[src/rtl/mra_pkg.sv]
`timescale 1ns/1ps
package mra_pkg;

  typedef enum logic [1:0] {
    CS_IDLE = 2'b00,
    CS_BUSY = 2'b01,
    CS_DONE = 2'b10
  } cmd_stat_e;

  typedef enum logic [1:0] {
    OWN_FREE = 2'b00,
    OWN_MON  = 2'b01,
    OWN_MEM  = 2'b10
  } be_owner_e;

  localparam logic [1:0] MODE_ONCE = 2'b00;

endpackage

[src/rtl/mra_period_timer.sv]
`timescale 1ns/1ps
module mra_period_timer #(
  parameter int unsigned TICKS_PER_SEC = 1,
  parameter int unsigned SLOW_SECS     = 60,
  parameter int unsigned MID_SECS      = 10,
  parameter int unsigned FAST_SECS     = 1
) (
  input  logic       clk,
  input  logic       rst_n,
  input  logic       load,
  input  logic [1:0] mode_new,
  input  logic [1:0] mode_cur,
  input  logic       tick,
  output logic       due
);
  import mra_pkg::*;

  localparam int unsigned SW = $clog2(SLOW_SECS + 1);

  logic          sec_pulse;
  logic [SW-1:0] secs_left;

  function automatic logic [SW-1:0] reload_of(input logic [1:0] m);
    case (m)
      2'b01:   return SW'(SLOW_SECS);
      2'b10:   return SW'(MID_SECS);
      2'b11:   return SW'(FAST_SECS);
      default: return '0;
    endcase
  endfunction

  generate
    if (TICKS_PER_SEC <= 1) begin : g_direct
      assign sec_pulse = tick;
    end else begin : g_prescale
      localparam int unsigned PW = $clog2(TICKS_PER_SEC);
      localparam logic [PW-1:0] PLAST = PW'(TICKS_PER_SEC - 1);
      logic [PW-1:0] presc;
      always_ff @(posedge clk or negedge rst_n) begin
        if (!rst_n) begin
          presc <= '0;
        end else if (load) begin
          presc <= '0;
        end else if (tick) begin
          presc <= (presc == PLAST) ? '0 : presc + 1'b1;
        end
      end
      assign sec_pulse = tick && (presc == PLAST);
    end
  endgenerate

  always_ff @(posedge clk or negedge rst_n) begin
    if (!rst_n) begin
      secs_left <= '0;
    end else if (load) begin
      secs_left <= reload_of(mode_new);
    end else if (sec_pulse && (mode_cur != MODE_ONCE)) begin
      if (secs_left <= SW'(1)) secs_left <= reload_of(mode_cur);
      else                     secs_left <= secs_left - 1'b1;
    end
  end

  assign due = !load && sec_pulse && (mode_cur != MODE_ONCE) && (secs_left == SW'(1));

endmodule

[src/rtl/mra_arb_core.sv]
`timescale 1ns/1ps
module mra_arb_core (
  input  logic                clk,
  input  logic                rst_n,
  input  logic                mon_req,
  input  logic                mem_valid,
  input  logic                mem_write,
  input  logic                be_done,
  output logic                mem_ready,
  output logic                start_mon,
  output logic                start_mem,
  output logic                start_write,
  output mra_pkg::cmd_stat_e  mon_stat,
  output mra_pkg::cmd_stat_e  mem_stat
);
  import mra_pkg::*;

  be_owner_e owner_q;
  logic      mon_pend_q;
  logic      mem_pend_q;
  logic      mem_wr_q;

  logic mon_active, mon_take, mem_take;
  logic finishing, free_now, pick_mem, pick_mon;

  always_comb begin
    mon_active = mon_pend_q || (owner_q == OWN_MON);
    mon_take   = mon_req && !mon_active;
    mem_ready  = !mem_pend_q && (owner_q != OWN_MEM);
    mem_take   = mem_valid && mem_ready;
    finishing  = be_done && (owner_q != OWN_FREE);
    free_now   = (owner_q == OWN_FREE) || finishing;
    pick_mem   = free_now && mem_pend_q;
    pick_mon   = free_now && !mem_pend_q && mon_pend_q;
  end

  always_ff @(posedge clk or negedge rst_n) begin
    if (!rst_n) begin
      owner_q     <= OWN_FREE;
      mon_pend_q  <= 1'b0;
      mem_pend_q  <= 1'b0;
      mem_wr_q    <= 1'b0;
      start_mon   <= 1'b0;
      start_mem   <= 1'b0;
      start_write <= 1'b0;
      mon_stat    <= CS_IDLE;
      mem_stat    <= CS_IDLE;
    end else begin
      start_mon <= pick_mon;
      start_mem <= pick_mem;

      if (pick_mem)       owner_q <= OWN_MEM;
      else if (pick_mon)  owner_q <= OWN_MON;
      else if (finishing) owner_q <= OWN_FREE;

      if (pick_mem)      mem_pend_q <= 1'b0;
      else if (mem_take) mem_pend_q <= 1'b1;

      if (pick_mon)      mon_pend_q <= 1'b0;
      else if (mon_take) mon_pend_q <= 1'b1;

      if (mem_take) mem_wr_q <= mem_write;
      if (pick_mem) start_write <= mem_wr_q;
      else          start_write <= 1'b0;

      if (mon_take)                              mon_stat <= CS_BUSY;
      else if (finishing && owner_q == OWN_MON)  mon_stat <= CS_DONE;

      if (mem_take)                              mem_stat <= CS_BUSY;
      else if (finishing && owner_q == OWN_MEM)  mem_stat <= CS_DONE;
    end
  end

endmodule

[src/rtl/mon_refresh_arb.sv]
`timescale 1ns/1ps
module mon_refresh_arb #(
  parameter int unsigned TICKS_PER_SEC = 1,
  parameter int unsigned SLOW_SECS     = 60,
  parameter int unsigned MID_SECS      = 10,
  parameter int unsigned FAST_SECS     = 1
) (
  input  logic       clk,
  input  logic       rst_n,
  input  logic       mode_wr_en,
  input  logic [1:0] mode_wr_data,
  output logic [1:0] mode_rd,
  input  logic       time_tick,
  input  logic       mem_req_valid,
  output logic       mem_req_ready,
  input  logic       mem_req_write,
  output logic       be_start_mon,
  output logic       be_start_mem,
  output logic       be_mem_write,
  input  logic       be_done,
  output logic [1:0] mon_cmd_status,
  output logic [1:0] mem_cmd_status
);
  import mra_pkg::*;

  logic [1:0] mode_q;
  logic       period_due;
  logic       refresh_req;
  cmd_stat_e  mon_stat, mem_stat;

  always_ff @(posedge clk or negedge rst_n) begin
    if (!rst_n)          mode_q <= MODE_ONCE;
    else if (mode_wr_en) mode_q <= mode_wr_data;
  end

  mra_period_timer #(
    .TICKS_PER_SEC (TICKS_PER_SEC),
    .SLOW_SECS     (SLOW_SECS),
    .MID_SECS      (MID_SECS),
    .FAST_SECS     (FAST_SECS)
  ) u_timer (
    .clk      (clk),
    .rst_n    (rst_n),
    .load     (mode_wr_en),
    .mode_new (mode_wr_data),
    .mode_cur (mode_q),
    .tick     (time_tick),
    .due      (period_due)
  );

  assign refresh_req = (mode_wr_en && (mode_wr_data == MODE_ONCE)) || period_due;

  mra_arb_core u_core (
    .clk         (clk),
    .rst_n       (rst_n),
    .mon_req     (refresh_req),
    .mem_valid   (mem_req_valid),
    .mem_write   (mem_req_write),
    .be_done     (be_done),
    .mem_ready   (mem_req_ready),
    .start_mon   (be_start_mon),
    .start_mem   (be_start_mem),
    .start_write (be_mem_write),
    .mon_stat    (mon_stat),
    .mem_stat    (mem_stat)
  );

  assign mode_rd        = mode_q;
  assign mon_cmd_status = mon_stat;
  assign mem_cmd_status = mem_stat;

endmodule

[config.mk]
export PLATFORM = sky130hd
export DESIGN_NAME = mon_refresh_arb
export DESIGN_NICKNAME = d
export VERILOG_FILES = /design/src/rtl/mra_pkg.sv /design/src/rtl/mra_period_timer.sv /design/src/rtl/mra_arb_core.sv /design/src/rtl/mon_refresh_arb.sv
export SDC_FILE = /design/constraint.sdc
export NUM_CORES = 1
export LEC_CHECK = 0
export ABC_AREA = 1
export ABC_CLOCK_PERIOD_IN_PS = 1450
export BUFFER_PORTS_ARGS = -buffer_cell sky130_fd_sc_hd__buf_2
export CORE_MARGIN = 8
export CORE_UTILIZATION = 54
export DETAILED_ROUTE_END_ITERATION = 8
export PLACE_DENSITY = 0.77
export SLEW_MARGIN = 20
export SYNTH_ARGS = -nofsm -noshare
export SYNTH_HDL_FRONTEND = slang
export SYNTH_SLANG_ARGS = --single-unit
[constraint.sdc]
create_clock -name clk -period 1.45 [get_ports clk]
set_input_delay 0.29 -clock clk [delete_from_list [all_inputs] [get_ports clk]]
set_output_delay 0.29 -clock clk [all_outputs]
set_load 0.02 [all_outputs]
# Word-level counts from Yosys, hierarchy flattened
# Cells that the tools add are included.
# op_classes
add_sub_neg,1
n_lt_le_gt_ge,1
n_eq_ne,10
muxes,17
reduce_logical,30
# op_table
op,n
case mux 6 bit (3 select lines),2
2-to-1 mux 6 bit,3
logical AND 1 bit,14
2-to-1 mux 2 bit,7
nonzero test 2 bit,7
equality test 2 bit (second input constant),5
equality test 2 x 1 -> 1 bit (second input constant),3
equality test 6 x 1 -> 1 bit (second input constant),1
<= comparator 6 x 1 -> 1 bit (second input constant),1
subtractor 6 x 1 -> 6 bit (second input constant),1
2-to-1 mux 1 bit,5
zero test 2 bit,2
zero test 1 bit,3
logical OR 1 bit,3
nonzero test 3 bit,1
!= test 2 bit (second input constant),1
# word_totals
reg_bits,20
inputBits,9

# Depth between registers and ports, before layout
# Gate-level depths: netlist of the first run.
# depth
ltp_word,8
ltp_mapped,10
mapped_depth_nobuf,10

# Modules after synthesis
# From an unflattened synthesis of the first run, not the netlist that was laid out.
# unflattened
hier_cells,155
hier_area_um2,1187.4
# by_module_without_submodules
module,instances,cells_per_inst,area_per_inst_um2,seq_area_each_um2
mra_period_timer,1,87,611.8,150.1
mra_arb_core,1,56,485.5,300.3
mon_refresh_arb,1,12,90.1,50.0

# Worst setup path before layout of the first run
# No wires, ideal clock.
# synth_path
path_type,reg2reg
startpoint,register mode_q[0] (netlist: mode_rd[0])
endpoint,register u_core.mon_pend_q
arrival_ns,1.306
t_required_ns,1.311
setup_slack_ns,0.005
path_stages_with_launch,8
n_path_buf,0
path_cell_list,dfrtp_1 > inv_1 > ha_1 > inv_1 > a21oi_4 > inv_1 > o2111ai_1 > o21ai_0
# synth_between
elab_chain_len,6
# synth_rtl
item,line,text
from (decl),mon_refresh_arb.sv:26,logic [1:0] mode_q;
from (signal assigned),mon_refresh_arb.sv:33,else if (mode_wr_en) mode_q <= mode_wr_data;
nonzero test 2 bit,mra_period_timer.sv:63,assign due = !load && sec_pulse && (mode_cur != MODE_ONCE) && (secs_left == SW'(1));
logical AND 1 bit (2 in series),mra_period_timer.sv:63,
logical OR 1 bit,mon_refresh_arb.sv:51,assign refresh_req = (mode_wr_en && (mode_wr_data == MODE_ONCE)) || period_due;
logical AND 1 bit,mra_arb_core.sv:28,mon_take = mon_req && !mon_active;
nonzero test 2 bit (no line),--,
to (signal assigned),mra_arb_core.sv:40,mon_pend_q <= 1'b0;
to (signal assigned),mra_arb_core.sv:59,if (pick_mon) mon_pend_q <= 1'b0;
to (signal assigned),mra_arb_core.sv:60,else if (mon_take) mon_pend_q <= 1'b1;
to (decl),mra_arb_core.sv:19,logic mon_pend_q;
# Every way passes these cells.
# A chain may end at the register's enable or synchronous reset.

# Worst setup path in the final report of the first run
# layout_path
startpoint,register u_core.owner_q[1]
endpoint,output mem_req_ready
# layout_between
elab_chain_len,2
# layout_rtl
item,line,text
from (decl),mra_arb_core.sv:18,be_owner_e owner_q;
from (signal assigned),mra_arb_core.sv:39,owner_q <= OWN_FREE;
from (signal assigned),mra_arb_core.sv:52,if (pick_mem) owner_q <= OWN_MEM;
from (signal assigned),mra_arb_core.sv:53,else if (pick_mon) owner_q <= OWN_MON;
!= test 2 bit,mra_arb_core.sv:29,mem_ready = !mem_pend_q && (owner_q != OWN_MEM);
logical AND 1 bit,mra_arb_core.sv:29,
to (decl),mon_refresh_arb.sv:15,"output logic mem_req_ready,"
# Every way passes these cells.

==> key figures, run 1 <==
Floorplanning
  • Die ar.: 3870 um^2
  • Initial Util: 58.1%
  • Die extent in y: 62.2 um
  • Cell row count: 16
  • Io pins: 19
  • Core ar.: 1980 um^2
  • Chip Width: 62.2 um

Routing
  • Starting DRT DRC Count: 60
  • Residual DRC: 0
  • DRT antenna net count: 0
  • Routed len/inst: 13.7 um
  • DR vias: 986
  • Routed wire length: 2700 um
  • Drt first pass iters: 4
  • Via-per-instance ratio: 5.01

Setup path
  • Critical path fanouts, max: 4
  • R2r endpoint: u_timer.secs_left[5]$_DFFE_PN0P_
  • CP Cell Sequence: a21oi_2 > buf_4
  • CP Class: register to primary output
  • Worst R2R Start: u_timer.secs_left[1]$_DFFE_PN0P_
  • Crit start category: register
  • Crit path DAT: 1.13 ns
  • CP delay by family, top: flip-flops
  • R2R setup slack: 0.05 ns
  • Max stage delay on crit path: 0.46 ns
  • Crit path required time: 1.16 ns
  • Critical path's slowest cell: dfrtp_2
  • Critical Path Stages: 2
  • CP Capture Type: primary output
  • Buf/Inv on CP: 1
  • R2R depth: 10

Power
  • Max IR drop VDD: 0.00133 V
  • Total power: 2.42 mW
  • Pleak: 0.789 nW
  • P per Cell Area: 1650 nW/um^2

STA
  • Fmax: 705 MHz
  • Slew @ Worst Pin: 0.452 ns
  • Post-route clock period utilization: 97.8%
  • Final setup viols: 0
  • Min cycle time layout: 1.42 ns
  • Fin. Hold Viols: 0
  • Setup TNS: 0 ns
  • Clock Skew: 0.0128 ns
  • Fin. max-slew vios: 0
  • Max-slew headroom: 69.9%

Place
  • IO Port Bufs: 18
  • RePlAce Congestion: 0.939
  • Post-DP HPWL: 1780 um

Clock network
  • CTS root buffer: clkbuf_4
  • Max clock buf depth: 2
  • Num CTS Buffers: 3
  • # H-tree levels: 1
  • Clk Latency, worst-skew pair: 0.32 ns
  • Clk sinks: 20
  • CTS tree: built
  • Worst-path clk slew: 0.11 ns

Final layout
  • Diode count: 0
  • Share of cells above drive strength 1: 31.8%
  • # nets final: 190
  • Multi-input gate area: 573 um^2
  • Util after Layout: 73.9%
  • FILL cells: 136
  • Synth-to-Final Area Change: 27.1%
  • FF/Latch Area: 502 um^2

Synthesis
  • Register area share after synthesis: 43.4%
  • Synth Cell Area: 1150 um^2
  • Synth Instances: 134
  • Synth Net Count: 153
  • Avg Inst Size Synth: 8.60 um^2
  • Post-synth top flop: dfrtp_1
  • EDFF count, synth: 0
  • Ys Warns: 0
  • Post-synth ARST share: 100%
  • Netlist cell types: 26
  • Post-synth top area cell: dfrtp_1
  • FF+latch count, synth: 20
  • Yosys top cell area share: 43.4%
  • Top cells by area, synth: dfrtp_1 43%, ha_1 11%, nand2_1 8.1%

Global routing
  • Total GRT Usage: 12.9%
  • Initial antenna violation count: 0
  • Overflow after GRT: 0
  • Vias in the first global route: 971
  • GR Layer Usage met1: 15.7%
  • Largest net degree at the start of global routing: 21
  • Grt met2 use: 21.7%
  • First-pass GRT wire length: 4150 um
  • GR peak layer: met2
  • Met3 usage: 1.61%

Hold path
  • Hold depth: 2
  • Worst hold path endpoint: u_core.owner_q[0]$_DFFE_PN0P_
  • Worst hold start: be_done
  • HP Class: input port to register

Flow run
  • Max Cap Violations: 0

Run status
  • Outcome: finished clean
[registers in the layout, indices dropped and copies added, names as in the netlist]
signal              count
mode_rd                 2
u_core.mem_pend_q       1
u_core.mem_stat         2
u_core.mem_wr_q         1
u_core.mon_pend_q       1
u_core.mon_stat         2
u_core.owner_q          2
u_core.start_mem        1
u_core.start_mon        1
u_core.start_write      1
u_timer.secs_left       6
[cells in the final DEF (no fill, tap or decap), types with 2 or more instances in the layout]
cell type / n
inv_2: 3
nor2_4: 2
o21ai_0: 8
nor2_1: 12
ha_1: 9
clkbuf_4: 3
a21oi_1: 6
a21oi_2: 2
buf_4: 15
o21ai_1: 5
dfrtp_1: 19
nand2_1: 24
buf_2: 17
inv_1: 21
nor3_1: 2
nand3_1: 4
[worst max path at each step]
stage / start / end / slack (ns)
floorplan: mode_rd[0]$_DFFE_PN0P_ / u_core.mon_pend_q$_DFFE_PN0P_ / 0.005
global placement: u_timer.secs_left[0]$_DFFE_PN0P_ / u_timer.secs_left[2]$_DFFE_PN0P_ / 0.01
detailed placement: u_timer.secs_left[0]$_DFFE_PN0P_ / u_timer.secs_left[5]$_DFFE_PN0P_ / -0.02
CTS: u_core.owner_q[1]$_DFFE_PN0P_ / mem_req_ready / 0.02
global route: u_timer.secs_left[1]$_DFFE_PN0P_ / u_timer.secs_left[5]$_DFFE_PN0P_ / -0.06
finish: u_core.owner_q[1]$_DFFE_PN0P_ / mem_req_ready / 0.03
[metal layers]
metal | up-vias | routed length, um
li1 | 498 | -
met1 | 459 | 1240
met2 | 24 | 1330
met3 | 5 | 86
met4 | 0 | 48
met5 | - | 0
[worst reg2reg max path: cells and delay by family (launching register included)]
kind                       cells  cell delay (ns)
and+or+nand+nor                5             0.38
adders and majority gates      1             0.15
AOI/OAI and AO/OA              1             0.14
buffers and inverters          3             0.25
DFF                            1             0.41
[layout make-up]
type,count,area share (%)
clock buffer,3,1.54
clock inverter,1,2.05
timing repair buffer,33,14.2
multi-input combinational,88,39.1
tap,27,2.31
sequential,20,34.2
inverter,25,6.58
[through the flow]
stage	setup WS, ns	hold WS [ns]	std cells	cell area, um^2
detailed placement	-0.0184	0.260	185	1320
global placement	0.00993	0.251	185	1320
floorplan	0.00548	-0.00559	134	1150
global route	-0.0559	0.177	197	1470
CTS	0.0192	0.165	192	1400
finish	0.0324	0.173	197	1470
[where the power goes]
group | leakage, nW | internal [mW] | switching [mW] | total, mW
clock network | 0.0279 | 0.280 | 0.191 | 0.470
registers | 0.241 | 0.756 | 0.144 | 0.900
logic | 0.520 | 0.409 | 0.638 | 1.05
[synthesized netlist by cell type (2+ instances only)]
| cell | instances |
|---|---|
| nor3_1 | 2 |
| o21ai_0 | 10 |
| nor2_1 | 12 |
| nor2_4 | 2 |
| dfrtp_1 | 20 |
| o21ai_1 | 3 |
| ha_1 | 10 |
| nand3_1 | 4 |
| nand2_1 | 25 |
| a21oi_1 | 8 |
| inv_1 | 23 |
[cells by family (layout without fill, tap and decap cells)]
group | Yosys count | in the layout | share of synthesized area [%]
compound gates | 28 | 28 | 15.1
xor+xnor | 1 | 1 | 0.760
fa+ha+maj | 10 | 10 | 10.9
buf+inv | 26 | 62 | 9.34
flops | 20 | 20 | 43.4
simple gates | 49 | 49 | 20.5
[timing repair]
action | CTS | global route
gates cloned | 0 | 0
pin swaps | 0 | 3
setup endpoints to repair | 5 | 9
hold endpoints to repair | 20 | 0
resized for setup | 1 | 11
setup buffers | 2 | 5
hold buffers | 1 | 0
(Power assumes the default switching activity.)
==> run 2, diff against run 1 <==
Settings changed: CELL_PAD_IN_SITES_DETAIL_PLACEMENT from default to 2, CELL_PAD_IN_SITES_GLOBAL_PLACEMENT from default to 2, CORE_UTILIZATION 54 to 32, PLACE_DENSITY 0.77 to default, PLACE_DENSITY_LB_ADDON from default to 0.1.
==> key figures, run 2 (synthesis results as in run 1) <==
Setup path
  • CP Class: register to register
  • Crit path DAT: 1.70 ns (+0.57 ns)
  • CP Capture Type: register
  • Critical path fanouts, max: 7 (+3)
  • Crit path required time: 1.68 ns (+0.52 ns)
  • Crit start category: register

Floorplanning
  • Core ar.: 3550 um^2 (+79%)
  • Die ar.: 5780 um^2 (+49%)
  • Die extent in y: 76.0 um (+22%)
  • Io pins: 19 (unchanged)
  • Initial Util: 32.5% (-26 points)
  • Cell row count: 22 (+6)
  • Chip Width: 76.0 um (+22%)

Clock network
  • Worst-path clk slew: 0.14 ns (+0.03 ns)
  • Max clock buf depth: 2 (unchanged)
  • # H-tree levels: 1 (unchanged)
  • Clk sinks: 20 (unchanged)
  • CTS tree: built
  • Clk Latency, worst-skew pair: 0.33 ns (about the same)
  • CTS root buffer: clkbuf_4
  • Num CTS Buffers: 3 (unchanged)

Global routing
  • First-pass GRT wire length: 5510 um (+33%)
  • Initial antenna violation count: 0 (unchanged)
  • Largest net degree at the start of global routing: 21 (unchanged)
  • Overflow after GRT: 0 (unchanged)
  • Total GRT Usage: 11.6% (-1.3 points)
  • Vias in the first global route: 1179 (+21%)

Flow run
  • Max Cap Violations: 0 (unchanged)

Power
  • Total power: 2.52 mW (+4.1%)
  • Max IR drop VDD: 0.000589 V (-56%)
  • P per Cell Area: 1640 nW/um^2 (-0.34%)
  • Pleak: 0.797 nW (+1.0%)

Place
  • Post-DP HPWL: 2490 um (+40%)
  • IO Port Bufs: 18 (unchanged)
  • RePlAce Congestion: 0.729 (-22%)

Routing
  • DR vias: 1039 (+5.4%)
  • Starting DRT DRC Count: 15 (-75%)
  • Residual DRC: 0 (unchanged)
  • DRT antenna net count: 0 (unchanged)
  • Routed len/inst: 16.8 um (+23%)
  • Drt first pass iters: 2 (-2)
  • Routed wire length: 3690 um (+36%)
  • Via-per-instance ratio: 4.74 (-5.2%)

Run status
  • Failing checks: negative setup slack
  • Outcome: finished with violations

Final layout
  • Largest Register: u_timer.secs_left
  • Max reg flops: 6 (unchanged)
  • Most frequent cells in the layout: 21 x nand2_1, 20 x dfrtp_1, 18 x inv_1, 18 x buf_2, 14 x buf_4
  • Synth-to-Final Area Change: 32.8%
  • # nets final: 191 (+0.53%)
  • Leading cell type in the layout, fill and taps excluded: nand2_1
  • Diode count: 0 (unchanged)
  • Share of cells above drive strength 1: 37.4% (+5.7 points)

STA
  • RSZ-0062 raised after global routing: true
  • Fmax: 684 MHz (-3.1%)
  • Slew @ Worst Pin: 0.476 ns (+0.0240 ns)
  • Clock Skew: 0.00521 ns (-0.00763 ns)
  • Max-slew headroom: 68.3% (-1.6 points)
  • Setup TNS: -0.0211 ns (-0.0211 ns)
  • Fin. Hold Viols: 0 (unchanged)
  • Post-route clock period utilization: 101% (+3.1 points)
  • Final setup viols: 2 (+2)
  • Fin. max-slew vios: 0 (unchanged)
  • Min cycle time layout: 1.46 ns (+0.0453 ns)
  • Setup WS post-layout: -0.0129 ns (-0.0453 ns)

Hold path
  • HP Class: input port to register
## run 2: cell types whose count changed in the layout (fill, tap and decap cells not counted), moves of 2 or more
cell / before / now
inv_1: 21 / 18
nand2_2: 1 / 4
a21oi_1: 6 / 4
a21oi_2: 2 / 4
nand2_1: 24 / 21
inv_2: 3 / 6
## run 2: what timing repair did
action	in CTS	in global routing
hold endpoints to repair	20	0
hold buffers	1	0
gates resized for setup	3	19
pin swaps	0	4
buffers inserted	2	4
endpoints found under the setup margin	7	10
## run 2: metrics by stage
stage                     cells  hold slack, ns  setup slack [ns]  area (um^2)  utilization [%]
after floorplan             134        -0.00559           0.00548         1150                -
after global placement      208           0.277          0.000679         1360             38.3
after detailed placement    208           0.278           -0.0353         1360             38.3
after CTS                   215           0.163            0.0122         1450             40.7
after global routing        219           0.150           -0.0802         1530             43.1
final                       219           0.166           -0.0129         1530             43.1
## run 2: cell type report
class	count	area, um^2
clock buffers	3	22.5
clock inverters	1	30.0
fillers	411	2020
inverters	25	96.3
multi-input cells	88	604
flip-flops and latches	20	500
well taps	48	60.1
repair buffers	34	216
## run 2: layer usage
metal	track usage [%]	wire [um]	up-vias	share of wire, %
met3	2.12	58	5	1.6
li1	-	-	500	-
met4	3.53	53	0	1.4
met2	20.2	1870	14	51
met5	0	0	-	0
met1	14.0	1700	520	46
## run 2: path summary, 6_finish.rpt
kind	slack, ns	endpoint	startpoint	cells after the start
min reg2reg	0.49	u_core.mon_stat[1]$_DFFE_PN0P_	u_core.mon_stat[1]$_DFFE_PN0P_	2
min in group asynchronous	0.44	mode_rd[1]$_DFFE_PN0P_	rst_n	2
max in group asynchronous	0.67	u_core.mem_stat[1]$_DFFE_PN0P_	rst_n	2
max reg2reg	-0.01	u_timer.secs_left[1]$_DFFE_PN0P_	u_timer.secs_left[1]$_DFFE_PN0P_	8
min	0.17	u_core.owner_q[0]$_DFFE_PN0P_	be_done	2
max	-0.01	u_timer.secs_left[1]$_DFFE_PN0P_	u_timer.secs_left[1]$_DFFE_PN0P_	8
## run 2: critical path, stage by stage (launching register included)
cell and delay, ns:
dfrtp_1 0.44, inv_2 0.12, ha_4 0.15, inv_2 0.04, nand2_2 0.06, nand3_4 0.12
nand2_1 0.11, o211ai_1 0.09, a22oi_1 0.23
## run 2: where the power goes
group	leakage (nW)	switching (mW)	total, mW	internal (mW)
clock	0.0279	0.213	0.493	0.280
sequential	0.242	0.135	0.888	0.753
combinational	0.526	0.700	1.14	0.436
total	0.797	1.05	2.52	1.47
==> run 3, diff against run 2 <==
--- a/config.mk
+++ b/config.mk
@@ -16,3 +16,2 @@
 export PLACE_DENSITY_LB_ADDON = 0.1
-export SLEW_MARGIN = 20
 export SYNTH_ARGS = -nofsm -noshare
==> constraint.sdc (replaced) <==
create_clock -name clk -period 1.45 [get_ports clk]
set_input_delay 0.145 -clock clk [delete_from_list [all_inputs] [get_ports clk]]
set_output_delay 0.145 -clock clk [all_outputs]
set_load 0.02 [all_outputs]
==> key figures, run 3 (synthesis results as in run 1) <==
Setup path
  • CP Capture Type: register
  • Critical path fanouts, max: 7 (unchanged)
  • Crit path DAT: 1.64 ns (-0.06 ns)
  • CP Class: register to register
  • Crit start category: register
  • CP startpoint: u_timer.secs_left[1]$_DFFE_PN0P_
  • Worst R2R Start: u_timer.secs_left[1]$_DFFE_PN0P_
  • Crit path required time: 1.70 ns (+0.02 ns)

Global routing
  • Initial antenna violation count: 0 (unchanged)
  • Total GRT Usage: 11.5% (-0.074 points)
  • Largest net degree at the start of global routing: 21 (unchanged)
  • First-pass GRT wire length: 5480 um (-0.63%)
  • Vias in the first global route: 1173 (-0.51%)
  • Overflow after GRT: 0 (unchanged)

STA
  • Fin. Hold Viols: 0 (unchanged)
  • Slew @ Worst Pin: 0.482 ns (+0.00639 ns)
  • Fmax: 721 MHz (+5.4%)
  • Final setup viols: 0 (-2)
  • Clock Skew: 0.00607 ns (+0.000866 ns)
  • Fin. max-slew vios: 0 (unchanged)
  • Max-slew headroom: 67.9% (-0.43 points)
  • Min cycle time layout: 1.39 ns (-0.0752 ns)
  • RSZ-0062 raised after global routing: true
  • Setup TNS: 0 ns (+0.0211 ns)
  • Post-route clock period utilization: 95.7% (-5.2 points)

Routing
  • Residual DRC: 0 (unchanged)
  • DRT antenna net count: 0 (unchanged)
  • Via-per-instance ratio: 4.68 (-1.3%)
  • DR vias: 1016 (-2.2%)
  • Routed len/inst: 15.4 um (-8.3%)
  • Drt first pass iters: 4 (+2)
  • Routed wire length: 3350 um (-9.1%)
  • Starting DRT DRC Count: 16 (+1)

Clock network
  • CTS tree: built
  • # H-tree levels: 1 (unchanged)
  • Clk sinks: 20 (unchanged)
  • Max clock buf depth: 2 (unchanged)
  • Num CTS Buffers: 3 (unchanged)
  • Clk Latency, worst-skew pair: 0.32 ns (about the same)
  • CTS root buffer: clkbuf_4
  • Worst-path clk slew: 0.13 ns (about the same)

Floorplanning
  • Cell row count: 22 (unchanged)
  • Core ar.: 3550 um^2 (unchanged)
  • Io pins: 19 (unchanged)
  • Die extent in y: 76.0 um (unchanged)
  • Chip Width: 76.0 um (unchanged)
  • Die ar.: 5780 um^2 (unchanged)
  • Initial Util: 32.5% (unchanged)

Place
  • IO Port Bufs: 18 (unchanged)
  • Post-DP HPWL: 2490 um (unchanged)
  • DP Cell Count: 208 (unchanged)
  • RePlAce Congestion: 0.729 (unchanged)

Final layout
  • Synth-to-Final Area Change: 30.5%
  • Leading cell type in the layout, fill and taps excluded: nand2_1
  • Largest Register: u_timer.secs_left
  • Util after Layout: 42.4% (-0.74 points)
  • Most frequent cells in the layout: 21 x nand2_1, 20 x dfrtp_1, 18 x inv_1, 18 x buf_2, 13 x buf_4
  • Layout Cells excl Fill: 217 (-0.91%)
  • Share of cells above drive strength 1: 35.5% (-1.9 points)
  • Diode count: 0 (unchanged)
  • Max reg flops: 6 (unchanged)
  • # nets final: 189 (-1.0%)

Hold path
  • Worst hold start: be_done
  • HP Class: input port to register

Run status
  • Outcome: finished clean

Power
  • P per Cell Area: 1620 nW/um^2 (-1.7%)
  • Pleak: 0.784 nW (-1.6%)
  • Max IR drop VDD: 0.000577 V (-2.0%)

Flow run
  • Max Cap Violations: 0 (unchanged)
==> run 3: cell count changes in the layout (fill, tap and decap cells not counted), sizes merged <==
| cell | change |
|---|---|
| buf | -2 |
==> run 3: layout make-up <==
class / instances / area [um^2]
Clock inverter: 1 / 30.0
Multi-Input combinational cell: 88 / 597
Fill cell: 409 / 2050
Inverter: 25 / 96.3
Sequential cell: 20 / 500
Clock buffer: 3 / 22.5
Timing Repair Buffer: 32 / 198
Tap cell: 48 / 60.1
==> run 3: report_power, final <==
group | internal (mW) | switching (mW)
logic | 0.394 | 0.661
registers | 0.753 | 0.137
clock network | 0.280 | 0.205
total | 1.43 | 1.00
==> run 3: per-stage QoR <==
step	setup WS (ns)	area, um^2	hold WS, ns	power, mW
6_report	0.0622	1500	0.0185	2.43
5_1_grt	-0.0589	1500	0.00609	2.61
4_1_cts	0.0160	1440	0.0179	2.38
3_5_place_dp	-0.0353	1360	0.133	1.87
3_3_place_gp	0.000679	1360	0.132	1.83
2_1_floorplan	0.00548	1150	-0.151	1.50
==> run 3: timing repair <==
| action | CTS | global route |
|---|---|---|
| cloned | 0 | 0 |
| buffers inserted | 1 | 3 |
| endpoints found under the hold margin | 20 | 0 |
| hold buffers | 1 | 0 |
| setup endpoints to repair | 6 | 9 |
| resized for setup | 3 | 15 |
| pin swaps | 0 | 2 |
==> run 3: path summary, 6_finish.rpt <==
check | endpoint | slack [ns] | cells past startpoint
worst min register to register | u_core.mon_stat[1]$_DFFE_PN0P_ | 0.49 | 2
worst min-delay path | u_core.owner_q[0]$_DFFE_PN0P_ | 0.02 | 2
min in group asynchronous | u_core.start_write$_DFF_PN0_ | 0.31 | 2
max in group asynchronous | u_timer.secs_left[5]$_DFFE_PN0P_ | 0.81 | 2
worst max-delay path | u_timer.secs_left[2]$_DFFE_PN0P_ | 0.06 | 10
worst max register to register | u_timer.secs_left[2]$_DFFE_PN0P_ | 0.06 | 10
==> run 3: worst max-delay path: stages (launching register included) <==
cell and delay, ns:
dfrtp_1 0.42, inv_2 0.11, ha_4 0.14, inv_2 0.04, nand2_2 0.07, nand3_4 0.12
inv_4 0.11, nand2_4 0.07, nand2_2 0.06, nand2_2 0.05, a22oi_2 0.14
==> run 3: layer usage <==
layer | vias up | part of all wire, % | track usage, % | wire, um
li1 | 494 | - | - | -
met1 | 503 | 46 | 13.8 | 1550
met2 | 14 | 51 | 20.1 | 1700
met3 | 5 | 1.5 | 2.12 | 50
met4 | 0 | 1.5 | 3.53 | 49
met5 | - | 0 | 0 | 0
